<file path="src/rtl/pio_pkg.sv">
package pio_pkg;

    localparam int PIN_W  = 8;
    localparam int ADDR_W = 3;

    localparam logic [ADDR_W-1:0] A_PIN  = 3'd0;
    localparam logic [ADDR_W-1:0] A_DOUT = 3'd1;
    localparam logic [ADDR_W-1:0] A_DIR  = 3'd2;
    localparam logic [ADDR_W-1:0] A_CTL  = 3'd3;
    localparam logic [ADDR_W-1:0] A_CELL = 3'd4;
    localparam logic [ADDR_W-1:0] A_MLO  = 3'd5;
    localparam logic [ADDR_W-1:0] A_MHI  = 3'd6;

    typedef enum logic [1:0] {
        CM_DIRECT = 2'b00,
        CM_LATCH  = 2'b01,
        CM_REG    = 2'b10,
        CM_SPARE  = 2'b11
    } cell_mode_e;

    typedef struct packed {
        logic [2*PIN_W-1:0] cmode;
        logic [PIN_W-1:0]   ctl;
        logic [PIN_W-1:0]   dir;
        logic [PIN_W-1:0]   dout;
    } port_cfg_t;

    function automatic cell_mode_e pin_mode(input logic [2*PIN_W-1:0] f, input int n);
        return cell_mode_e'(f[2*n +: 2]);
    endfunction

endpackage

</file>
<file path="src/rtl/pio_regs.sv">
module pio_regs
    import pio_pkg::*;
#(
    parameter int W  = PIN_W,
    parameter int AW = ADDR_W
) (
    input  logic          clk,
    input  logic          rst,
    input  logic          we,
    input  logic [AW-1:0] addr,
    input  logic [W-1:0]  wdata,
    input  logic [W-1:0]  pin_raw,
    input  logic [W-1:0]  cell_q,
    output port_cfg_t     cfg,
    output logic [W-1:0]  rdata
);

    port_cfg_t cfg_q;

    always_ff @(posedge clk) begin
        if (rst) begin
            cfg_q <= '0;
        end else if (we) begin
            unique case (addr)
                A_DOUT:  cfg_q.dout          <= wdata;
                A_DIR:   cfg_q.dir           <= wdata;
                A_CTL:   cfg_q.ctl           <= wdata;
                A_MLO:   cfg_q.cmode[W-1:0]   <= wdata;
                A_MHI:   cfg_q.cmode[2*W-1:W] <= wdata;
                default: ;
            endcase
        end
    end

    always_comb begin
        unique case (addr)
            A_PIN:   rdata = pin_raw;
            A_DOUT:  rdata = cfg_q.dout;
            A_DIR:   rdata = cfg_q.dir;
            A_CTL:   rdata = cfg_q.ctl;
            A_CELL:  rdata = cell_q;
            A_MLO:   rdata = cfg_q.cmode[W-1:0];
            A_MHI:   rdata = cfg_q.cmode[2*W-1:W];
            default: rdata = '0;
        endcase
    end

    assign cfg = cfg_q;


    dout_wr_chk: assert property (@(posedge clk) disable iff (rst)
        (we && addr == A_DOUT) |=> (cfg_q.dout == $past(wdata)));


    ro_write_chk: assert property (@(posedge clk) disable iff (rst)
        (we && (addr == A_PIN || addr == A_CELL || addr == 3'd7)) |=> $stable(cfg_q));

endmodule

</file>
<file path="src/rtl/pio_in_cell.sv">
module pio_in_cell
    import pio_pkg::*;
(
    input  logic       clk,
    input  logic       rst,
    input  cell_mode_e mode,
    input  logic       cap_en,
    input  logic       pin,
    output logic       q
);

    logic held_q;

    always_ff @(posedge clk) begin
        if (rst) begin
            held_q <= 1'b0;
        end else if (cap_en) begin
            held_q <= pin;
        end
    end

    always_comb begin
        unique case (mode)
            CM_LATCH: q = cap_en ? pin : held_q;
            CM_REG:   q = held_q;
            default:  q = pin;
        endcase
    end


    capture_chk: assert property (@(posedge clk) disable iff (rst)
        cap_en |=> (held_q == $past(pin)));


    hold_stable_chk: assert property (@(posedge clk) disable iff (rst)
        !cap_en |=> $stable(held_q));


    latch_pass_chk: assert property (@(posedge clk) disable iff (rst)
        (mode == CM_LATCH && cap_en) |-> (q == pin));

endmodule

</file>
<file path="src/rtl/pio_pin_drv.sv">
module pio_pin_drv #(
    parameter int W = pio_pkg::PIN_W
) (
    input  logic [W-1:0] dout,
    input  logic [W-1:0] dir,
    input  logic [W-1:0] ctl,
    input  logic [W-1:0] arr_oe,
    input  logic [W-1:0] mc_out,
    output logic [W-1:0] pad_out,
    output logic [W-1:0] pad_oe
);

    for (genvar i = 0; i < W; i++) begin : g_pin
        assign pad_out[i] = ctl[i] ? mc_out[i] : dout[i];
        assign pad_oe[i]  = arr_oe[i] | dir[i];
    end

endmodule

</file>
<file path="src/rtl/pio_port.sv">
module pio_port
    import pio_pkg::*;
#(
    parameter int W  = PIN_W,
    parameter int AW = ADDR_W
) (
    input  logic          clk,
    input  logic          rst,
    input  logic [AW-1:0] bus_addr,
    input  logic          bus_we,
    input  logic [W-1:0]  bus_wdata,
    output logic [W-1:0]  bus_rdata,
    input  logic [W-1:0]  arr_oe,
    input  logic          arr_clk,
    input  logic [W-1:0]  mc_out,
    input  logic [W-1:0]  pad_in,
    output logic [W-1:0]  pad_out,
    output logic [W-1:0]  pad_oe,
    output logic [W-1:0]  cell_q
);

    port_cfg_t cfg;

    pio_regs #(.W(W), .AW(AW)) u_regs (
        .clk     (clk),
        .rst     (rst),
        .we      (bus_we),
        .addr    (bus_addr),
        .wdata   (bus_wdata),
        .pin_raw (pad_in),
        .cell_q  (cell_q),
        .cfg     (cfg),
        .rdata   (bus_rdata)
    );

    for (genvar k = 0; k < W; k++) begin : g_cell
        pio_in_cell u_cell (
            .clk    (clk),
            .rst    (rst),
            .mode   (pin_mode(cfg.cmode, k)),
            .cap_en (arr_clk),
            .pin    (pad_in[k]),
            .q      (cell_q[k])
        );
    end

    pio_pin_drv #(.W(W)) u_drv (
        .dout    (cfg.dout),
        .dir     (cfg.dir),
        .ctl     (cfg.ctl),
        .arr_oe  (arr_oe),
        .mc_out  (mc_out),
        .pad_out (pad_out),
        .pad_oe  (pad_oe)
    );


    dir_drive_chk: assert property (@(posedge clk) disable iff (rst)
        (bus_we && bus_addr == A_DIR) |=> ((pad_oe & $past(bus_wdata)) == $past(bus_wdata)));

endmodule

</file>
<file path="config.mk">
export PLATFORM = sky130hd
export DESIGN_NAME = pio_port
export DESIGN_NICKNAME = d
export VERILOG_FILES = /design/src/rtl/pio_pkg.sv /design/src/rtl/pio_regs.sv /design/src/rtl/pio_in_cell.sv /design/src/rtl/pio_pin_drv.sv /design/src/rtl/pio_port.sv
export SDC_FILE = /design/constraint.sdc
export NUM_CORES = 1
export LEC_CHECK = 0
export BUFFER_PORTS_ARGS = -buffer_cell sky130_fd_sc_hd__buf_2
export CAP_MARGIN = 20
export CORE_UTILIZATION = 54
export CTS_CLUSTER_DIAMETER = 120
export CTS_CLUSTER_SIZE = 30
export DETAILED_ROUTE_END_ITERATION = 12
export PLACE_DENSITY_LB_ADDON = 0.08
export SETUP_SLACK_MARGIN = 0.3
export SLEW_MARGIN = 15
export SYNTH_ARGS = -nofsm -noshare
export SYNTH_HDL_FRONTEND = slang
export SYNTH_SLANG_ARGS = --single-unit
</file>
<file path="constraint.sdc">
create_clock -name clk -period 2 [get_ports clk]
set_input_delay 0.2 -clock clk [delete_from_list [all_inputs] [get_ports clk]]
set_output_delay 0.2 -clock clk [all_outputs]
set_load 0.03 [all_outputs]
</file>
# Yosys cells after proc, flatten, opt, wreduce, memory -nomap -nowiden
# Cells that the tools add are included.
# word_totals
regBits	48
elab_cells	74
# op_classes
n_eq_ne	22
mux	25
bitwise	8
n_reduce_logical	6
# ops
operator	count
one-hot mux 8 bit (7 select lines)	1
equality test 2 x 1 -> 1 bit, second input constant	8
equality test 2 bit, second input constant	8
two-way mux 1 bit	16
one-hot mux 1 bit (2 select lines)	8
AND reduction 2 bit	5
equality test 3 bit, second input constant	3
OR 1 bit	8
equality test 3 x 2 -> 1 bit, second input constant	2
equality test 3 x 1 -> 1 bit, second input constant	1
zero test 3 bit	1

# Depth between registers and ports, before layout
# Gate-level depths: netlist of the first run.
# depth
word_depth	3
depth_mapped	6
depth_no_buf	6

# By module
# Synthesis of the first run repeated with hierarchy kept, for this count alone.
# unflattened
hier_cells	353
hier_area_um2	2990.4
# by_module_without_submodules
module	instances	cells_per_inst	area_each_um2	seq_area_each_um2
pio_regs	1	241	2019.4	800.8
pio_in_cell	8	12	100.1	20.0
pio_pin_drv	1	16	170.2	0.0

# Least setup slack after synthesis of the first run
# No wires, ideal clock.
# synth_timing
path_kind	register to output
startpoint	reg u_regs.cfg_q (netlist bit u_regs.cfg[24])
endpoint	out bus_rdata[0]
t_arrival_ns	1.405
required_ns	1.800
setup_slack_ns	0.395
stages_incl_launch_ff	7
path_buffers	0
path_cell_list	dfxtp_1 -> inv_1 -> ha_1 -> nor2_1 -> a32oi_1 -> nand3_1 -> a211o_1
# synth_via
elab_chain_cells	3
word_cells_on_any_way	4
# synth_lines
element	line	text
start: declaration	pio_regs.sv:18	port_cfg_t cfg_q;
equality test 2 bit / equality test 2 x 1 -> 1 bit (equally long branches)	pio_in_cell.sv:23	unique case (mode)
one-hot mux 1 bit (2 select lines) (*)	pio_in_cell.sv:23	
named net g_cell[0].u_cell.q	pio_in_cell.sv:9	output logic q
one-hot mux 8 bit (7 select lines) (*)	pio_regs.sv:36	unique case (addr)
end: declaration	pio_port.sv:12	output logic [W-1:0] bus_rdata,
# The timed path passes the listed nets; every way through them passes the cells marked *.

# Final worst setup path of the first run
# layout_timing
startpoint	reg u_regs.cfg_q (netlist bit u_regs.cfg[35])
endpoint	out bus_rdata[5]
# layout_via
elab_chain_cells	3
word_cells_on_any_way	4
# layout_lines
element	line
equality test 2 bit / equality test 2 x 1 -> 1 bit (equally long branches)	pio_in_cell.sv:23
one-hot mux 1 bit (2 select lines) (*)	pio_in_cell.sv:23
one-hot mux 8 bit (7 select lines) (*)	pio_regs.sv:36
# Mark *: on every way between the ends. The rest lies on a longest branch, timed or not.

==> results.yml, run 1 <==
status:
  status: "completed"
timing:
  setup_viol: 0
  relSlewSlack_pct: 64.3
  worstMarginPinSlew_ps: 535
  rsz0062_at_grt: "true"
  timing.fmax_ghz: 0.510
  skew_ps: 0
  final.min_clock_period_ps: 1960
  slew_violations: 0
  hold_violations: 0
  post-route-period-util_pct: 98.1
cts:
  cts_tree: "done"
  clockRootBuffer: "clkbuf_8"
  clk_pin_slew_ps: 110
  clock_sinks: 48
  clockBufferDepth: 2
  clk_latency_ps: 310
  cts_inserted_buffers: 5
  cts_max_level: 2
drt:
  viasPerCell: 5.64
  route.detailed.drc: 0
  dr.pass1.iters: 5
  vias: 2940
  ant_nets: 0
  dr.first_iter.drc_count: 229
  wire_per_inst_um: 16.4
  routed_wl_um: 8550
critical_path:
  cp-end-kind: "primary output"
  arrival_ps: 1760
  start_kind: "flop"
  cp_max_fo: 4
  critPathRequiredTime_ps: 1800
  worstSetupPathType: "reg2out"
cells_and_area:
  utilization_pct: 74.5
  multi_input_area_um2: 1900
  nFillCells: 410
  seq_area_um2: 993
  drive_gt1_share_pct: 37.9
  antenna_cells: 0
  nNetsFinal: 505
  fin_cells: 521
  area_delta_synth_final_pct: 32.2
global_routing:
  grt_overflow: 0
  grt_pass1_wl_um: 13100
  grt_max_degree: 28
  grtUsageTotal_pct: 31.3
  antenna_found_initial: 0
  grt_pass1_vias: 2605
floorplan:
  num_io_pins: 71
  std_cell_rows: 26
  die_y_um: 75.0
  die_area_um2: 5630
  die_w_um: 75.0
  core_area_um2: 5110
  start_util_pct: 56.4
synth:
  ys.flop_type: "dfxtp_1"
  yosysTopAreaCell: "dfxtp_1"
  synth_area_leaders: "dfxtp_1 33%, nand2_1 11%, a21oi_1 9.4%"
  syn_inst: 374
  seq_area_frac_synth_pct: 33.4
  synth.most_common_cell: "nand2_1"
  async_flop_share_pct: 0
  avgSynthCellArea_um2: 7.70
  synth.top_cells.by_count: "86 x nand2_1, 54 x a21oi_1, 48 x dfxtp_1, 24 x mux2i_1, 23 x nand3_1"
  synth_edf_count: 0
  yosys_warnings: 0
  yosysTopAreaCellShare_pct: 33.4
  syn_nets: 429
  syn_area_um2: 2880
  synth.distinct_cells: 30
  ys_seq_elements: 48
place:
  dp.cells: 500
  place_congestion: 0.976
  dp_hpwl_um: 5860
  port_buffers: 70
flow_run:
  maxCapViolations: 0
power:
  powerDensity_nw_per_um2: 615
  irDropWorstVdd_uv: 536
  p_leak_nw: 1.55
worst_hold_path:
  hp-class: "in2reg"
## per-stage QoR
step           setup TNS, ps  area [um2]  hold slack (ps)  setup slack (ps)  total power, mW
2_1_floorplan              0        2880              336               395             1.30
3_3_place_gp               0        3240              457               215             1.41
3_5_place_dp               0        3240              470               203             1.42
4_1_cts                    0        3690              165              58.1             2.31
5_1_grt                -15.1        3810              159             -11.3             2.43
6_report                   0        3810              159              38.2             2.34
## worst max-delay path, cell delays in order (launching register included)
cell	delay (ps)
dfxtp_4	390
ha_4	300
nor2_4	40
a32oi_2	200
nand3_2	110
a211o_1	280
buf_6	140
## sequential cells by signal (all words and copies together) (netlist names)
register              count
u_regs.cfg               40
g_cell.u_cell.held_q      8
## power breakdown
group | internal (mW) | switching, mW | total, mW
Sequential | 0.977 | 0.0256 | 1.00
Clock | 0.504 | 0.360 | 0.864
Combinational | 0.196 | 0.279 | 0.475
## layer usage
metal / GRT usage, % / vias to the layer above / wire, um
met5: 0 / - / 0
met4: 8.60 / 0 / 184
met3: 4.55 / 20 / 605
met2: 50.3 / 148 / 3970
met1: 44.0 / 1349 / 3790
li1: - / 1423 / -
## path summary, 6_finish.rpt
| check | startpoint | end | slack [ps] | cells past startpoint |
|---|---|---|---|---|
| worst max-delay path | u_regs.cfg[35] | bus_rdata[5] | 40 | 6 |
| worst min-delay path | bus_wdata[7] | u_regs.cfg[39] | 160 | 3 |
| worst max register to register | u_regs.cfg[26] | u_regs.cfg[26] | 1230 | 3 |
| worst min register to register | u_regs.cfg[9] | u_regs.cfg[9] | 480 | 2 |
## area by class of cell
type,count,area share [%]
Multi-Input combinational cell,283,49.9
Sequential cell,48,26.1
Timing Repair Buffer,91,16.0
Tap cell,70,2.30
Inverter,21,2.07
Clock buffer,5,1.81
Clock inverter,3,1.81
## repair_timing
action | CTS | global route
endpoints found under the hold margin | 0 | 0
setup buffers | 10 | 3
pin swaps | 28 | 6
resized for setup | 70 | 24
setup endpoints to repair | 16 | 16
hold buffers | 0 | 0
## cell usage in the layout (no fill, tap or decap), types with 3 or more instances in the layout
master / n
a211o_1: 4
mux2_2: 8
or2_2: 8
inv_2: 9
nand3_2: 3
a32oi_1: 4
inv_1: 12
dfxtp_2: 11
nor2b_1: 4
ha_4: 8
dfxtp_4: 5
nor2_2: 4
nand2_1: 86
buf_6: 17
a22o_1: 4
nand2b_1: 3
ha_1: 4
clkbuf_8: 5
o21ai_0: 8
mux2i_1: 24
dfxtp_1: 32
nor2_4: 3
buf_2: 55
nand3_1: 20
nand3b_1: 5
ha_2: 4
a21oi_1: 52
buf_4: 19
nor2_1: 12
## logic make-up after synthesis
logic type | share of synthesized area [%]
DFF | 33.4
adders and majority gates | 6.95
muxes | 11.5
and+or+nand+nor | 24.2
AOI/OAI and AO/OA | 16.6
buffers and inverters | 7.47
(Power assumes the default switching activity.)
==> inputs of run 2 (changes only) <==
--- a/config.mk
+++ b/config.mk
@@ -7,6 +7,7 @@
 export LEC_CHECK = 0
 export BUFFER_PORTS_ARGS = -buffer_cell sky130_fd_sc_hd__buf_2
 export CAP_MARGIN = 20
+export CORE_MARGIN = 2
 export CORE_UTILIZATION = 54
 export CTS_CLUSTER_DIAMETER = 120
 export CTS_CLUSTER_SIZE = 30
==> results.yml, run 2 (same netlist as run 1, synthesis figures left out) <==
global_routing:
  antenna_found_initial: 0
  grt_overflow: 0
  grtUsageTotal_pct: 29.5
  grt_max_degree: 26
  grt_pass1_vias: 2847
  grt_pass1_wl_um: 14000
timing:
  whs_ps: 166
  post-route-period-util_pct: 99.5
  slew_violations: 0
  rsz0062_at_grt: "true"
  skew_ps: 0
  fin_tns_setup_ps: 0
  relSlewSlack_pct: 66.6
  fin_ws_ps: 10.6
  worstMarginPinSlew_ps: 500
  setup_viol: 0
  final.min_clock_period_ps: 1990
  timing.fmax_ghz: 0.503
  hold_violations: 0
cts:
  cts_inserted_buffers: 5
  clockRootBuffer: "clkbuf_8"
  clk_latency_ps: 300
  clockBufferDepth: 2
  cts_tree: "done"
  cts_max_level: 2
  postCtsHoldBufs: 0
  clk_pin_slew_ps: 90
  clock_sinks: 48
cells_and_area:
  nFillCells: 421
  final_common_cell: "nand2_1"
  drive_gt1_share_pct: 36.5
  antenna_cells: 0
  utilization_pct: 72.7
  largest_reg_flops: 40
  final_cell_mix: "86 x nand2_1, 55 x buf_2, 52 x a21oi_1, 32 x dfxtp_1, 24 x mux2i_1"
  area_delta_synth_final_pct: 29.7
  fin_area_um2: 3730
  nNetsFinal: 504
  seq_area_um2: 991
  fin_cells: 519
  multi_input_area_um2: 1880
status:
  status: "completed"
critical_path:
  reg2reg_slack_ps: 1220
  cp-end-kind: "primary output"
  critPathRequiredTime_ps: 1800
  r2r_end: "u_regs.cfg[38]"
  cp_max_fo: 3
  r2r_cells: 3
  startpoint: "u_regs.cfg[38]"
  start_kind: "flop"
  r2r-start: "u_regs.cfg[38]"
  worstSetupPathType: "reg2out"
  arrival_ps: 1790
drt:
  wl_met1_um: 3720
  routed-wl-met3_um: 595
  dr.first_iter.drc_count: 203
  routed_wl_um: 8600
  top_layer: "met4"
  route.detailed.drc: 0
  ant_nets: 0
  viasPerCell: 5.65
  wl_met2_um: 4060
  vias: 2931
  wire_per_inst_um: 16.6
  dr.pass1.iters: 4
worst_hold_path:
  min_from: "bus_wdata[7]"
  hold_path_depth: 3
  hold-path-endpoint: "u_regs.cfg[31]"
  hp-class: "in2reg"
floorplan:
  die_y_um: 77.0
  core_area_um2: 5140
  die_area_um2: 5930
  num_io_pins: 71
  std_cell_rows: 26
  start_util_pct: 56.0
  die_w_um: 77.0
place:
  pre_cts_slack_ps: 183
  port_buffers: 70
  dp_hpwl_um: 5960
  dp.cells: 498
  place_congestion: 0.978
  dpl_cell_area_um2: 3250
power:
  irDropWorstVdd_uv: 500
  powerDensity_nw_per_um2: 548
  power_mw: 2.04
  p_leak_nw: 1.52
flow_run:
  maxCapViolations: 0
run 2: cell type report:
cell class	instances	area share, %
multi-input cells	283	50.3
flip-flops and latches	48	26.5
repair buffers	90	16.6
well taps	70	2.35
inverters	21	2.11
clock buffers	5	1.84
clock inverters	2	0.335
run 2: how the worst max path moves through the flow:
stage	endpoint	slack (ps)	depth (start not counted)
after global placement	bus_rdata[6]	260	7
after detailed placement	bus_rdata[5]	180	7
after CTS	bus_rdata[5]	50	7
after floorplan	bus_rdata[0]	400	6
final	bus_rdata[7]	10	7
after global routing	bus_rdata[0]	-60	7
run 2: what timing repair did:
action,CTS,global route
gates resized for setup,66,20
pin swaps,32,13
endpoints found under the hold margin,0,0
setup endpoints to repair,16,16
setup buffers,12,2
run 2: where the power goes:
group / leakage, nW / switching (mW) / internal, mW
sequential: 0.399 / 0.0262 / 0.978
clock: 0.0400 / 0.333 / 0.237
combinational: 1.08 / 0.275 / 0.195
run 2: routing by layer:
metal	vias up	GRT usage, %
met5	-	0
met4	0	10.9
met3	21	4.94
met2	127	48.1
met1	1364	39.3
li1	1419	-
run 2: worst max-delay path, cell delays in order (launching register included):
cell,delay (ps)
dfxtp_2,370
inv_2,50
ha_4,260
nor2_1,40
a32oi_1,250
nand3_1,150
a22o_1,220
buf_6,140
==> inputs of run 3 (changes only) <==
--- a/config.mk
+++ b/config.mk
@@ -7,6 +7,7 @@
 export LEC_CHECK = 0
 export BUFFER_PORTS_ARGS = -buffer_cell sky130_fd_sc_hd__buf_2
 export CAP_MARGIN = 20
+export CORE_ASPECT_RATIO = 0.5
 export CORE_MARGIN = 2
 export CORE_UTILIZATION = 54
 export CTS_CLUSTER_DIAMETER = 120
==> results.yml, run 3 (same netlist as run 1, synthesis figures left out) <==
status:
  status: "complete, but fails checks"
  violations: "setup timing"
drt:
  dr.first_iter.drc_count: 255
  viasPerCell: 5.94
  vias: 3123
  dr.pass1.iters: 7
  ant_nets: 0
  wire_per_inst_um: 18.3
  routed_wl_um: 9640
  route.detailed.drc: 0
timing:
  worstMarginPinSlew_ps: 540
  setup_viol: 2
  hold_violations: 0
  fin_ws_ps: -19.5
  final.min_clock_period_ps: 2020
  fin_tns_setup_ps: -29.6
  post-route-period-util_pct: 101
  relSlewSlack_pct: 64.0
  slew_violations: 0
  rsz0062_at_grt: "true"
  whs_ps: 169
  skew_ps: 0
  timing.fmax_ghz: 0.495
flow_run:
  maxCapViolations: 0
cts:
  cts_tree: "done"
  clk_latency_ps: 310
  clock_sinks: 48
  clockBufferDepth: 2
  cts_max_level: 2
  clk_pin_slew_ps: 100
  cts_inserted_buffers: 5
  clockRootBuffer: "clkbuf_8"
place:
  dpl_cell_area_um2: 3260
  pre_cts_slack_ps: 217
  port_buffers: 70
  dp.cells: 502
  place_congestion: 0.895
  dp_hpwl_um: 6320
critical_path:
  r2r-start: "u_regs.cfg[30]"
  cp-end-kind: "primary output"
  critPathRequiredTime_ps: 1800
  start_kind: "flop"
  worstSetupPathType: "reg2out"
  critPathSlowestCell: "dfxtp_2"
  cp_slowest_stage_delay_ps: 350
  worstPathBufferInverterCount: 2
  arrival_ps: 1820
  cp_max_fo: 3
  crit_chain: "inv_2, ha_4, nor2_2, a32oi_1, nand3_1, a211o_1, buf_6"
  cp_top_family: "compound AO/OA/AOI/OAI gates"
  startpoint: "u_regs.cfg[34]"
cells_and_area:
  nNetsFinal: 510
  nFillCells: 393
  area_delta_synth_final_pct: 31.8
  antenna_cells: 0
  final_common_cell: "nand2_1"
  final_cell_mix: "86 x nand2_1, 55 x buf_2, 52 x a21oi_1, 33 x dfxtp_1"
  utilization_pct: 75.6
  drive_gt1_share_pct: 38.2
  fin_cells: 526
  largest_reg_flops: 40
  fin_area_um2: 3800
power:
  powerDensity_nw_per_um2: 565
  power_mw: 2.15
  irDropWorstVdd_uv: 351
  p_leak_nw: 1.55
global_routing:
  grt_pass1_vias: 2836
  grt_max_degree: 49
  grt_pass1_wl_um: 14700
  grtUsageTotal_pct: 32.2
  grt_overflow: 0
  antenna_found_initial: 0
worst_hold_path:
  hp-class: "in2reg"
  min_from: "pad_in[2]"
floorplan:
  std_cell_rows: 18
  die_w_um: 107
  start_util_pct: 57.3
  die_area_um2: 5970
  num_io_pins: 71
  core_area_um2: 5020
  die_y_um: 55.6
-- run 3: cell types whose count changed in the layout (fill, tap and decap cells not counted), moves of 2 or more --
cell,change
nand3_2,+2
buf_4,+6
buf_12,-2
nand3_1,-2
buf_6,+2
-- run 3: per-layer routing --
layer / track usage, % / wire [um]
met5: 0 / 0
met4: 7.79 / 207
met3: 8.78 / 1210
met2: 47.1 / 4050
met1: 46.8 / 4170
-- run 3: layout make-up --
class | count | area (um2) | share of cell area, %
Clock buffer | 6 | 82.6 | 2.18
Sequential cell | 48 | 990 | 26.1
Multi-Input combinational cell | 283 | 1900 | 49.9
Inverter | 21 | 78.8 | 2.08
Tap cell | 70 | 87.6 | 2.31
Clock inverter | 2 | 15.0 | 0.396
Timing Repair Buffer | 96 | 647 | 17.0
-- run 3: what timing repair did --
action | CTS | global route
setup endpoints to repair | 16 | 16
hold buffers | 0 | 0
resized for setup | 74 | 16
setup buffers | 14 | 2
pin swaps | 28 | 10
-- run 3: path summary, 6_finish.rpt --
| kind | to | slack (ps) | cells after the start |
|---|---|---|---|
| worst max-delay path | bus_rdata[5] | -20 | 7 |
| worst min-delay path | g_cell[2].u_cell.held_q | 170 | 3 |
| worst max register to register | u_regs.cfg[30] | 1180 | 3 |
| worst min register to register | u_regs.cfg[15] | 480 | 2 |
-- run 3: worst register-to-register path, delay by kind of cell, from the launching register on --
kind | cells | cell delay [ps]
flops | 1 | 380
buf+inv | 1 | 140
compound gates | 1 | 160
simple gates | 1 | 70
-- run 3: where the power goes --
group	total [mW]	switching, mW	internal [mW]	leakage [nW]
logic	0.490	0.290	0.200	1.11
clock network	0.650	0.369	0.281	0.0434
registers	1.01	0.0275	0.978	0.398
total	2.15	0.687	1.46	1.55
